[src/rtl/xfr_pkg.sv]
package xfr_pkg;
  localparam int XM_SPLIT  = 0;
  localparam int XM_PARITY = 1;
  localparam int XM_PAIR   = 2;
  localparam logic [6:0] PG_LOAD = 7'h42;
  localparam logic [6:0] PG_STOP = 7'h43;
endpackage

[src/rtl/xfr_m2_sync.sv]
module xfr_m2_sync #(
  parameter int M2_DLY = 2
) (
  input  logic clk,
  input  logic rst,
  input  logic m2,
  output logic m2_q,
  output logic rise,
  output logic fall
);
  localparam int STAGES = M2_DLY + 2;
  logic [STAGES-1:0] sh;
  logic prev;

  always_ff @(posedge clk) begin
    if (rst) begin
      sh   <= '0;
      prev <= 1'b0;
    end else begin
      sh   <= {sh[STAGES-2:0], m2};
      prev <= sh[STAGES-1];
    end
  end

  assign m2_q = sh[STAGES-1];
  assign rise = m2_q & ~prev;
  assign fall = ~m2_q & prev;
endmodule

[src/rtl/xfr_cmd_decode.sv]
module xfr_cmd_decode
  import xfr_pkg::*;
#(
  parameter int BANK_W = 4
) (
  input  logic              clk,
  input  logic              rst,
  input  logic              rise,
  input  logic [14:0]       cpu_a,
  input  logic              cpu_rd,
  input  logic              romsel_n,
  output logic [BANK_W-1:0] bank,
  output logic              fast
);
  logic act;
  logic unused_low;
  assign act = rise & cpu_rd & romsel_n;
  assign unused_low = ^cpu_a[7:0];

  always_ff @(posedge clk) begin
    if (rst) begin
      bank <= '0;
      fast <= 1'b0;
    end else if (act && cpu_a[14:8] == PG_LOAD) begin
      bank <= cpu_a[BANK_W-1:0];
      fast <= 1'b1;
    end else if (act && cpu_a[14:8] == PG_STOP) begin
      fast <= 1'b0;
    end
  end

  // commands only at the delayed M2 rise
  assert_cmd_at_rise_R5: assert property (@(posedge clk) disable iff (rst)
    !rise |=> ($stable(bank) && $stable(fast)));
  // stop page clears the mode
  assert_stop_clears_R4: assert property (@(posedge clk) disable iff (rst)
    (act && cpu_a[14:8] == PG_STOP) |=> !fast);
endmodule

[src/rtl/xfr_xfer_ctrl.sv]
module xfr_xfer_ctrl
  import xfr_pkg::*;
#(
  parameter int XFER_MODE = XM_SPLIT,
  parameter int WPPU_LEN  = 3
) (
  input  logic        clk,
  input  logic        rst,
  input  logic        rise,
  input  logic        fall,
  input  logic        m2_q,
  input  logic        fast,
  input  logic [14:0] cpu_a,
  input  logic        cpu_rd,
  input  logic        romsel_n,
  output logic        force_hi,
  output logic        wppu_n
);
  localparam int CW = $clog2(WPPU_LEN + 1);
  logic in_win, capt, accept;
  logic [CW-1:0] cnt;
  logic unused_sig;

  assign in_win     = cpu_rd & (cpu_a[14:13] == 2'b11);
  assign capt       = rise & fast & in_win & romsel_n & ~cpu_a[12];
  assign unused_sig = fall ^ cpu_a[0];

  generate
    if (XFER_MODE == XM_PARITY) begin : g_parity
      logic have, last;
      assign accept   = ~have | (cpu_a[0] != last);
      assign force_hi = fast & in_win & m2_q;
      always_ff @(posedge clk) begin
        if (rst || !fast) begin
          have <= 1'b0;
          last <= 1'b0;
        end else if (capt && accept) begin
          have <= 1'b1;
          last <= cpu_a[0];
        end
      end
    end else if (XFER_MODE == XM_PAIR) begin : g_pair
      logic ph, hit_q;
      assign accept   = ~ph;
      assign force_hi = fast & in_win & ph;
      always_ff @(posedge clk) begin
        if (rst || !fast) begin
          ph    <= 1'b0;
          hit_q <= 1'b0;
        end else if (rise) begin
          hit_q <= in_win & romsel_n;
        end else if (fall && hit_q) begin
          ph    <= ~ph;
          hit_q <= 1'b0;
        end
      end
      // the pair phase moves only at the end of a bus cycle
      assert_pair_phase_R9: assert property (@(posedge clk) disable iff (rst)
        (fast && !fall) |=> ($stable(ph) || !fast));
    end else begin : g_split
      assign accept   = 1'b1;
      assign force_hi = fast & in_win & m2_q;
    end
  endgenerate

  always_ff @(posedge clk) begin
    if (rst) begin
      cnt    <= '0;
      wppu_n <= 1'b1;
    end else begin
      if (capt && accept) cnt <= CW'(WPPU_LEN);
      else if (cnt != '0) cnt <= cnt - 1'b1;
      wppu_n <= (cnt == '0);
    end
  end

  // a strobe only starts while fast transfer is on
  assert_strobe_fast_R7: assert property (@(posedge clk) disable iff (rst)
    $fell(wppu_n) |-> $past(fast));
  generate
    if (WPPU_LEN > 1) begin : g_wchk
      // strobe is wider than one clock
      assert_strobe_width_R7: assert property (@(posedge clk) disable iff (rst)
        $fell(wppu_n) |=> !wppu_n);
    end
  endgenerate
endmodule

[src/rtl/xfr_addr_map.sv]
module xfr_addr_map #(
  parameter int BANK_W = 4
) (
  input  logic              clk,
  input  logic              rst,
  input  logic [6:0]        a_hi,
  input  logic [BANK_W-1:0] bank,
  input  logic              force_hi,
  output logic [BANK_W+3:0] ram_hi
);
  always_ff @(posedge clk) begin
    if (rst)                    ram_hi <= '0;
    else if (a_hi[6:5] != 2'b11) ram_hi <= '0;
    else if (force_hi)          ram_hi <= '1;
    else if (a_hi[4])           ram_hi <= {{BANK_W{1'b1}}, a_hi[3:0]};
    else                        ram_hi <= {bank, a_hi[3:0]};
  end

  // outside the window the upper bits are zero
  assert_outside_zero_R2: assert property (@(posedge clk) disable iff (rst)
    (a_hi[6:5] != 2'b11) |=> (ram_hi == '0));
endmodule

[src/rtl/xfr_remap.sv]
module xfr_remap
  import xfr_pkg::*;
#(
  parameter int BANK_W    = 4,
  parameter int M2_DLY    = 2,
  parameter int WPPU_LEN  = 3,
  parameter int XFER_MODE = XM_SPLIT
) (
  input  logic              clk,
  input  logic              rst,
  input  logic              m2,
  input  logic [14:0]       cpu_a,
  input  logic              cpu_rd,
  input  logic              romsel_n,
  output logic [BANK_W+3:0] ram_hi,
  output logic              wppu_n,
  output logic              control_n
);
  logic m2_q, rise, fall, fast, force_hi;
  logic [BANK_W-1:0] bank;

  xfr_m2_sync #(.M2_DLY(M2_DLY)) u_sync (
    .clk(clk), .rst(rst), .m2(m2), .m2_q(m2_q), .rise(rise), .fall(fall));

  xfr_cmd_decode #(.BANK_W(BANK_W)) u_cmd (
    .clk(clk), .rst(rst), .rise(rise), .cpu_a(cpu_a), .cpu_rd(cpu_rd),
    .romsel_n(romsel_n), .bank(bank), .fast(fast));

  xfr_xfer_ctrl #(.XFER_MODE(XFER_MODE), .WPPU_LEN(WPPU_LEN)) u_ctrl (
    .clk(clk), .rst(rst), .rise(rise), .fall(fall), .m2_q(m2_q), .fast(fast),
    .cpu_a(cpu_a), .cpu_rd(cpu_rd), .romsel_n(romsel_n),
    .force_hi(force_hi), .wppu_n(wppu_n));

  xfr_addr_map #(.BANK_W(BANK_W)) u_map (
    .clk(clk), .rst(rst), .a_hi(cpu_a[14:8]), .bank(bank),
    .force_hi(force_hi), .ram_hi(ram_hi));

  assign control_n = ~fast;
endmodule

[config.mk]
export PLATFORM = sky130hd
export DESIGN_NAME = xfr_remap
export DESIGN_NICKNAME = d
export VERILOG_FILES = /design/src/rtl/xfr_pkg.sv /design/src/rtl/xfr_m2_sync.sv /design/src/rtl/xfr_cmd_decode.sv /design/src/rtl/xfr_xfer_ctrl.sv /design/src/rtl/xfr_addr_map.sv /design/src/rtl/xfr_remap.sv
export SDC_FILE = /design/constraint.sdc
export NUM_CORES = 1
export LEC_CHECK = 0
export ABC_AREA = 0
export ABC_CLOCK_PERIOD_IN_PS = 2000
export BUFFER_PORTS_ARGS = -buffer_cell sky130_fd_sc_hd__buf_2
export CAP_MARGIN = 20
export CORE_MARGIN = 3
export CORE_UTILIZATION = 40
export DETAILED_ROUTE_END_ITERATION = 10
export PLACE_DENSITY = 0.67
export SKIP_LAST_GASP = 1
export SLEW_MARGIN = 20
export SYNTH_ARGS = -nofsm -noshare
export SYNTH_HDL_FRONTEND = slang
export SYNTH_HIERARCHICAL = 1
export SYNTH_SLANG_ARGS = --single-unit
export TNS_END_PERCENT = 5
[constraint.sdc]
create_clock -name clk -period 2 [get_ports clk]
set_input_delay 0.1 -clock clk [delete_from_list [all_inputs] [get_ports clk]]
set_output_delay 0.1 -clock clk [all_outputs]
set_load 0.01 [all_outputs]
==> impl_metrics.csv, run 1 <==
group,metric,value,unit
status,status,"complete, no violations",
clock_tree,cts_tree,"yes",
detailed_routing,dr.first_iter.drc_count,9,
critical_path,worstPathCellList,"nor2b_1 -> and2_1 -> a31oi_1 -> a311oi_1",
detailed_routing,routedWlPerCell,11.1,µm
critical_path,cp.arrival,1.49,ns
placed_design,port_buffers,25,
synthesis,synth_area_per_cell,9.69,µm²
cells_and_area,fillers,193,
clock_tree,cts_htree_levels,1,
pwr,irDropWorstVdd,0.000492,V
min_path,min_path_cells,2,
clock_tree,cts_made_buffers,3,
critical_path,regToRegSetupSlack,0.73,ns
floorplanning,num_rows,15,
floorplanning,coreArea,1800,µm²
timing,min_period,1.27,ns
timing,setup_ws,0.733,ns
min_path,min_path_type,"in -> reg",
timing,hold_viol,0,
synthesis,synthesis.area,795,µm²
timing,tns,0,ns
detailed_routing,maxUsedRoutingLayer,"met4",
detailed_routing,wl_met2,739,µm
critical_path,path_max_fanout,5,
timing,slew_headroom,55.2,%
critical_path,crit_buf_inv,0,
pwr,power_density,794,nW/µm²
grt,grt_remaining_overflow,0,
critical_path,worst_setup_path_start_kind,"flip-flop",
floorplanning,die_area,2560,µm²
critical_path,rr_endpoint,"u_cmd/fast",
critical_path,cp.required,2.22,ns
critical_path,cp_top_family,"simple AND/OR/NAND/NOR gates",
grt,grt.total_usage,13.5,%
cells_and_area,final_util,54.2,%
job,drv_cap,0,
placed_design,place_congestion,0.806,
clock_tree,clk_latency,0.30,ns
timing,period_share,63.4,%
detailed_routing,ant_nets,0,
synthesis,syn_nets,103,
cells_and_area,area_growth_syn_to_layout,23.0,%
synthesis,syn_inst,82,
detailed_routing,wl_met3,66,µm
timing,finalSetupViolCount,0,
detailed_routing,met1_length,690,µm
grt,grt_pass1_vias,618,
grt,grt_first_pass_wirelength,2580,µm
critical_path,endpoint_kind,"flip-flop",
placed_design,hpwlAfterDp,1150,µm
critical_path,r2r_start,"u_sync/sh[3]",
grt,antenna_found_initial,0,
synthesis,ys_warn_count,6,
min_path,min_from,"cpu_a[8]",
cells_and_area,antenna_cells,0,
floorplanning,io-pin-count,30,
grt,grt_max_degree,16,
detailed_routing,routed-via-count,665,
clock_tree,clk_pin_slew,0.11,ns
timing,fin_skew,0.00706,ns
critical_path,reg2reg_depth,4,
clock_tree,cts.sinks,21,
placed_design,pre_cts_slack,0.754,ns
timing,rsz0062_at_grt,"false",
critical_path,critPathMaxStageDelay,0.35,ns
timing,slew_viol_final,0,
critical_path,cpMaxStageDelayCell,"dfxtp_1",
floorplanning,start_util,44.1,%
timing,hold-worst-slack,0.0346,ns
detailed_routing,drc,0,
detailed_routing,wirelength,1520,µm
cells_and_area,multi_input_area,348,µm²
floorplanning,die_x,50.6,µm
detailed_routing,dr.pass1.iters,4,
clock_tree,root_buffer,"clkbuf_4",
timing,tightest_slew,0.663,ns
cells_and_area,nets,133,
clock_tree,post-cts-setup-buffers,0,
cells_and_area,ff_latch_area,420,µm²
clock_tree,clockBufferDepth,2,
critical_path,crit_type,"reg -> reg",
floorplanning,die_h,50.6,µm
timing,fmax,789,MHz
detailed_routing,via_per_inst,4.89,
cells_and_area,drive_above_1_share,28.8,%
pwr,p_leak,0.000409,µW
pwr,finalPower,775,µW
critical_path,cp.depth,4,
min_path,hold_end,"u_cmd/fast",
## layer usage
layer / vias up / track usage [%]
li1: 349 / -
met4: 0 / 9.42
met3: 4 / 2.67
met5: - / 0
met2: 17 / 22.0
met1: 295 / 15.9
## final cells by class
class | instances | share of cell area, %
inverter | 4 | 1.54
timing repair buffer | 26 | 13.8
multi-input combinational | 56 | 35.6
tap | 25 | 3.20
clock inverter | 1 | 0.512
clock buffer | 3 | 2.30
sequential | 21 | 43.0
## repair_timing
item                      4_1_cts  5_1_grt
hold endpoints to repair        0        1
gates resized for setup         0        0
hold buffers                    0        1
## report_power, final
group	leakage [µW]	switching [µW]	total (µW)	internal, µW
Combinational	0.000220	64.9	124	58.9
Clock	0.0000177	122	196	74.4
Sequential	0.000171	9.05	456	447
Total	0.000409	196	775	580
## layout by cell type, fill, tap and decap left out
master,count
and4bb_2,1
clkinv_2,1
nand4_1,5
a31oi_1,1
o31ai_1,4
or4_1,1
a21oi_1,5
and2_1,1
inv_1,4
or4b_4,1
nor3_1,4
xor2_1,1
nor3b_1,1
buf_2,25
nand3b_4,1
nand2_1,2
o21ai_0,2
or2_1,1
dlygate4sd3_1,1
nor2b_1,6
nor2_1,15
nor4b_1,1
clkbuf_4,3
ha_1,1
nand4bb_1,1
a311oi_1,1
dfxtp_1,21
## how the worst max path moves through the flow
stage | startpoint | to | slack, ns
floorplan | u_sync/sh[3] | u_ctrl/cnt[0] | 0.93
global placement | cpu_a[8] | u_cmd/bank[2] | 0.76
detailed placement | cpu_a[8] | u_cmd/bank[1] | 0.75
CTS | u_sync/sh[3] | u_cmd/fast | 0.76
global route | u_sync/sh[3] | u_cmd/bank[0] | 0.60
finish | u_sync/sh[3] | u_cmd/fast | 0.73
## flip-flops by register name, summed over array words and instances (netlist names)
signal	count
u_cmd/bank	4
u_cmd/fast	1
u_ctrl/cnt	2
u_ctrl/wppu_n	1
u_map/ram_hi	8
u_sync/prev	1
u_sync/sh	4
## through the flow
step,instances,instance area (µm²)
after floorplan,82,795
after global placement,131,940
after detailed placement,131,940
after CTS,135,967
after global routing,136,977
final,136,977
(Power assumes the default switching activity.)
==> inputs of run 2 (changes only) <==
--- a/config.mk
+++ b/config.mk
@@ -6,7 +6,7 @@
 export NUM_CORES = 1
 export LEC_CHECK = 0
 export ABC_AREA = 0
-export ABC_CLOCK_PERIOD_IN_PS = 2000
+export ABC_CLOCK_PERIOD_IN_PS = 1300
 export BUFFER_PORTS_ARGS = -buffer_cell sky130_fd_sc_hd__buf_2
 export CAP_MARGIN = 20
 export CORE_MARGIN = 3
==> constraint.sdc (replaced) <==
create_clock -name clk -period 1.3 [get_ports clk]
set_input_delay 0.065 -clock clk [delete_from_list [all_inputs] [get_ports clk]]
set_output_delay 0.065 -clock clk [all_outputs]
set_load 0.01 [all_outputs]
==> run 2 against run 1 <==
Clock power rose by 52%. Maximum frequency rose by 8.0%. Setup slack got worse by 0.61 ns. Total power rose by 54%. Non-clock buffer count rose by 4. Sequential cell count did not move. Hold slack got worse by 0.018 ns. Sequential power rose by 54%. Clock skew fell by 0.0040 ns. Largest power group unchanged.
==> impl_metrics.csv, run 2 (same netlist as run 1, synthesis figures left out) <==
group,metric,value,unit
floorplanning,die_h,50.6,µm
critical_path,crit_buf_inv,0,
detailed_routing,routed-via-count,679,
clock_tree,cts.sinks,21,
clock_tree,cts_made_buffers,3,
detailed_routing,routedWlPerCell,11.4,µm
placed_design,port_buffers,25,
cells_and_area,regMostFlops,"u_map/ram_hi",
clock_tree,clk_latency,0.29,ns
grt,grt_first_pass_wirelength,2510,µm
floorplanning,io-pin-count,30,
clock_tree,cts_htree_levels,1,
cells_and_area,final_common_cell,"buf_2",
clock_tree,cts_tree,"yes",
critical_path,path_max_fanout,5,
floorplanning,die_area,2560,µm²
cells_and_area,reg_top3,"u_map/ram_hi: 8 flops, u_cmd/bank: 4 flops, u_sync/sh: 4 flops",
grt,grt_pass1_vias,613,
grt,grt_max_degree,15,
timing,slew_headroom,81.0,%
critical_path,crit_type,"reg -> reg",
cells_and_area,largest_reg_flops,8,
placed_design,hpwlAfterDp,1190,µm
floorplanning,coreArea,1800,µm²
cells_and_area,fillers,190,
critical_path,worstPathCellList,"nor2b_2 -> and2_2 -> a31oi_1 -> a311oi_1",
critical_path,endpoint_kind,"flip-flop",
clock_tree,root_buffer,"clkbuf_4",
timing,tns,0,ns
cells_and_area,nets,137,
critical_path,cpMaxStageDelayCell,"dfxtp_1",
floorplanning,num_rows,15,
pwr,power_density,1180,nW/µm²
detailed_routing,wirelength,1590,µm
detailed_routing,drc,0,
timing,rsz0062_at_grt,"false",
detailed_routing,ant_nets,0,
detailed_routing,dr.first_iter.drc_count,11,
min_path,min_path_type,"in -> reg",
cells_and_area,area_growth_syn_to_layout,27.4,%
pwr,irDropWorstVdd,0.000757,V
critical_path,cp_top_family,"simple AND/OR/NAND/NOR gates",
placed_design,place_congestion,0.816,
pwr,p_leak,0.000427,µW
timing,min_period,1.17,ns
cells_and_area,drive_above_1_share,31.3,%
grt,met2_usage,21.3,%
job,drv_cap,0,
grt,grt.total_usage,13.0,%
clock_tree,post-cts-setup-buffers,0,
clock_tree,clockBufferDepth,2,
critical_path,critPathMaxStageDelay,0.36,ns
grt,met1_usage,15.5,%
grt,grt-busiest-layer,"met2",
timing,slew_viol_final,0,
floorplanning,die_x,50.6,µm
cells_and_area,layout_common_cells,"buf_2 (25), dfxtp_1 (21), nor2_1 (15)",
clock_tree,clk_pin_slew,0.11,ns
pwr,finalPower,1200,µW
timing,hold_viol,0,
timing,fin_skew,0.00305,ns
timing,period_share,90.3,%
status,status,"complete, no violations",
grt,antenna_found_initial,0,
timing,tightest_slew,0.281,ns
cells_and_area,antenna_cells,0,
detailed_routing,via_per_inst,4.85,
critical_path,cp.required,1.51,ns
timing,finalSetupViolCount,0,
critical_path,cp.arrival,1.38,ns
grt,grt_use_met3,2.67,%
cells_and_area,final_util,56.2,%
critical_path,worst_setup_path_start_kind,"flip-flop",
grt,grt_remaining_overflow,0,
floorplanning,start_util,44.1,%
detailed_routing,dr.pass1.iters,4,
timing,fmax,852,MHz
run 2: cell types whose count changed in the layout (fill, tap and decap cells not counted):
cell,change
buf_4,+3
and2_1,-1
and2_2,+1
clkbuf_1,+1
clkinv_2,-1
dlygate4sd3_1,+1
nor2b_1,-1
nor2b_2,+1
run 2: cell type report:
type                            instances  area (µm²)  share of cell area [%]
Clock buffer                            4        26.3                    2.60
Inverter                                4        15.0                    1.48
Multi-Input combinational cell         56         352                    34.7
Sequential cell                        21         420                    41.5
Tap cell                               25        31.3                    3.09
Timing Repair Buffer                   30         168                    16.6
run 2: routing by layer:
layer  up-vias  share of wire [%]
met5         -                  0
met1       304                 47
met4         0                1.1
met3         2                3.9
li1        357                  -
met2        16                 48
run 2: report_power, final:
part / leakage (µW) / internal, µW / total (µW) / switching (µW)
clock network: 0.0000150 / 119 / 298 / 178
registers: 0.000171 / 687 / 702 / 14.7
logic: 0.000241 / 95.6 / 197 / 102
total: 0.000427 / 902 / 1200 / 295
run 2: worst paths after layout:
| check | slack [ns] | end | cells past startpoint | startpoint |
|---|---|---|---|---|
| max | 0.13 | u_cmd/fast | 4 | u_sync/sh[3] |
| min reg2reg | 0.46 | u_sync/sh[1] | 1 | u_sync/sh[0] |
| min | 0.02 | u_cmd/bank[1] | 3 | cpu_a[1] |
| max reg2reg | 0.13 | u_cmd/fast | 4 | u_sync/sh[3] |
run 2: metrics by stage:
| stage | setup slack [ns] | cell area (µm²) | std cells | hold WS, ns |
|---|---|---|---|---|
| 3_3_place_gp | 0.101 | 962 | 134 | 0.280 |
| 5_1_grt | 0.0250 | 1010 | 140 | 0.00733 |
| 6_report | 0.127 | 1010 | 140 | 0.0164 |
| 4_1_cts | 0.0511 | 1010 | 140 | 0.00166 |
| 3_5_place_dp | 0.0806 | 962 | 134 | 0.284 |
| 2_1_floorplan | 0.227 | 795 | 82 | 0.134 |
run 2: worst register-to-register path: cells and delay by family, from the launching register on:
family | cells | cell delay (ns)
AND/OR/NAND/NOR | 2 | 0.39
AO/OA/AOI/OAI | 2 | 0.35
flip-flops | 1 | 0.36
run 2: what timing repair did:
| action | 4_1_cts | 5_1_grt |
|---|---|---|
| hold buffers | 2 | 0 |
| resized for setup | 0 | 2 |
| endpoints found under the setup margin | 0 | 5 |
| endpoints found under the hold margin | 2 | 0 |
==> inputs of run 3 (changes only) <==
--- a/config.mk
+++ b/config.mk
@@ -6,7 +6,7 @@
 export NUM_CORES = 1
 export LEC_CHECK = 0
 export ABC_AREA = 0
-export ABC_CLOCK_PERIOD_IN_PS = 1300
+export ABC_CLOCK_PERIOD_IN_PS = 1500
 export BUFFER_PORTS_ARGS = -buffer_cell sky130_fd_sc_hd__buf_2
 export CAP_MARGIN = 20
 export CORE_MARGIN = 3
==> constraint.sdc (replaced) <==
create_clock -name clk -period 1.5 [get_ports clk]
set_input_delay 0.075 -clock clk [delete_from_list [all_inputs] [get_ports clk]]
set_output_delay 0.075 -clock clk [all_outputs]
set_load 0.01 [all_outputs]
==> run 3 against run 2 <==
Clock power is 11% lower. Clock-buffer cell count unchanged. Final cell count down 2.1%. Critical path type unchanged. Clock skew fell by 0.0022 ns. Non-clock buffer count shrank 3. Critical endpoint unchanged.
==> impl_metrics.csv, run 3 (same netlist as run 1, synthesis figures left out) <==
group,metric,value,unit
critical_path,worst_setup_path_start_kind,"flip-flop",
timing,tightest_slew,0.480,ns
critical_path,critPathMaxStageDelay,0.35,ns
floorplanning,die_x,50.6,µm
clock_tree,clk_pin_slew,0.11,ns
detailed_routing,wirelength,1540,µm
timing,tns,0,ns
cells_and_area,nets,134,
cells_and_area,multi_input_area,348,µm²
cells_and_area,fillers,193,
floorplanning,num_rows,15,
clock_tree,cts_made_buffers,3,
cells_and_area,layout_common_cells,"buf_2 (25), dfxtp_1 (21), nor2_1 (15)",
placed_design,hpwlAfterDp,1140,µm
cells_and_area,regMostFlops,"u_map/ram_hi",
cells_and_area,final_util,54.6,%
timing,fmax,790,MHz
detailed_routing,dr.pass1.iters,4,
grt,grt_use_met3,2.67,%
floorplanning,start_util,44.1,%
detailed_routing,dr.first_iter.drc_count,7,
floorplanning,die_h,50.6,µm
cells_and_area,largest_reg_flops,8,
cells_and_area,reg_top3,"u_map/ram_hi: 8 flops, u_cmd/bank: 4 flops, u_sync/sh: 4 flops",
grt,grt.total_usage,12.9,%
status,status,"complete, no violations",
critical_path,endpoint_kind,"flip-flop",
critical_path,worstPathCellList,"nor2b_1 -> and2_1 -> a31oi_1 -> a311oi_1",
critical_path,cpMaxStageDelayCell,"dfxtp_1",
clock_tree,cts_htree_levels,1,
grt,grt_pass1_vias,626,
cells_and_area,area_growth_syn_to_layout,23.8,%
timing,hold-worst-slack,0.0172,ns
min_path,min_path_type,"in -> reg",
pwr,irDropWorstVdd,0.000674,V
pwr,power_density,1060,nW/µm²
floorplanning,die_area,2560,µm²
timing,slew_viol_final,0,
grt,met2_usage,22.8,%
grt,grt_first_pass_wirelength,2500,µm
timing,hold_viol,0,
timing,slew_headroom,67.9,%
timing,fin_skew,0.000884,ns
timing,rsz0062_at_grt,"false",
timing,min_period,1.27,ns
critical_path,crit_type,"reg -> reg",
timing,finalSetupViolCount,0,
job,drv_cap,0,
placed_design,place_congestion,0.800,
detailed_routing,ant_nets,0,
critical_path,cp.required,1.71,ns
detailed_routing,routedWlPerCell,11.2,µm
placed_design,port_buffers,25,
cells_and_area,final_common_cell,"buf_2",
clock_tree,root_buffer,"clkbuf_4",
detailed_routing,routed-via-count,687,
cells_and_area,ff_latch_area,420,µm²
critical_path,crit_buf_inv,0,
critical_path,path_max_fanout,5,
grt,met1_usage,14.3,%
cells_and_area,antenna_cells,0,
pwr,p_leak,0.000411,µW
clock_tree,clk_latency,0.29,ns
grt,antenna_found_initial,0,
clock_tree,ctsResizeCount,0,
detailed_routing,drc,0,
cells_and_area,drive_above_1_share,28.6,%
grt,grt-busiest-layer,"met2",
timing,period_share,84.4,%
clock_tree,cts_tree,"yes",
critical_path,cp.arrival,1.48,ns
floorplanning,coreArea,1800,µm²
floorplanning,io-pin-count,30,
clock_tree,cts.sinks,21,
grt,grt_remaining_overflow,0,
clock_tree,clockBufferDepth,2,
detailed_routing,via_per_inst,5.01,
critical_path,cp_top_family,"simple AND/OR/NAND/NOR gates",
grt,grt_max_degree,16,
-- run 3: cell type report --
class | instances | area share [%]
Clock buffer | 4 | 2.67
Inverter | 4 | 1.53
Multi-Input combinational cell | 56 | 35.4
Sequential cell | 21 | 42.7
Tap cell | 25 | 3.18
Timing Repair Buffer | 27 | 14.5
-- run 3: what timing repair did --
| item | CTS | global route |
|---|---|---|
| endpoints found under the hold margin | 1 | 0 |
| setup buffers | 0 | 0 |
| hold buffers | 1 | 0 |
-- run 3: worst register-to-register path: stages, from the launching register on --
cell	delay, ns
dfxtp_1	0.35
nor2b_1	0.21
and2_1	0.27
a31oi_1	0.11
a311oi_1	0.24
-- run 3: routing by layer --
layer	routed length, µm	up-vias
met5	0	-
met4	13	0
met3	87	2
met2	743	19
met1	696	312
li1	-	354
-- run 3: final timing paths --
check                                   from            to  slack (ns)  cells past startpoint
worst min register to register  u_sync/sh[2]  u_sync/sh[3]        0.45                      1
worst min-delay path                cpu_a[8]    u_cmd/fast        0.02                      2
worst max register to register  u_sync/sh[3]    u_cmd/fast        0.23                      4
worst max-delay path            u_sync/sh[3]    u_cmd/fast        0.23                      4
-- run 3: stage by stage --
stage          setup slack [ns]  power (µW)  instance area [µm²]  std cells
5_1_grt                  0.0790        1090                  983        137
3_5_place_dp              0.274         786                  947        132
6_report                  0.234        1040                  983        137
3_3_place_gp              0.296         780                  947        132
4_1_cts                   0.242        1050                  983        137
2_1_floorplan             0.427         720                  795         82
-- run 3: where the power goes --
| part | total [µW] | switching, µW | internal [µW] |
|---|---|---|---|
| clock | 264 | 161 | 103 |
| sequential | 608 | 12.3 | 595 |
| combinational | 166 | 87.4 | 79.0 |
| total | 1040 | 260 | 778 |
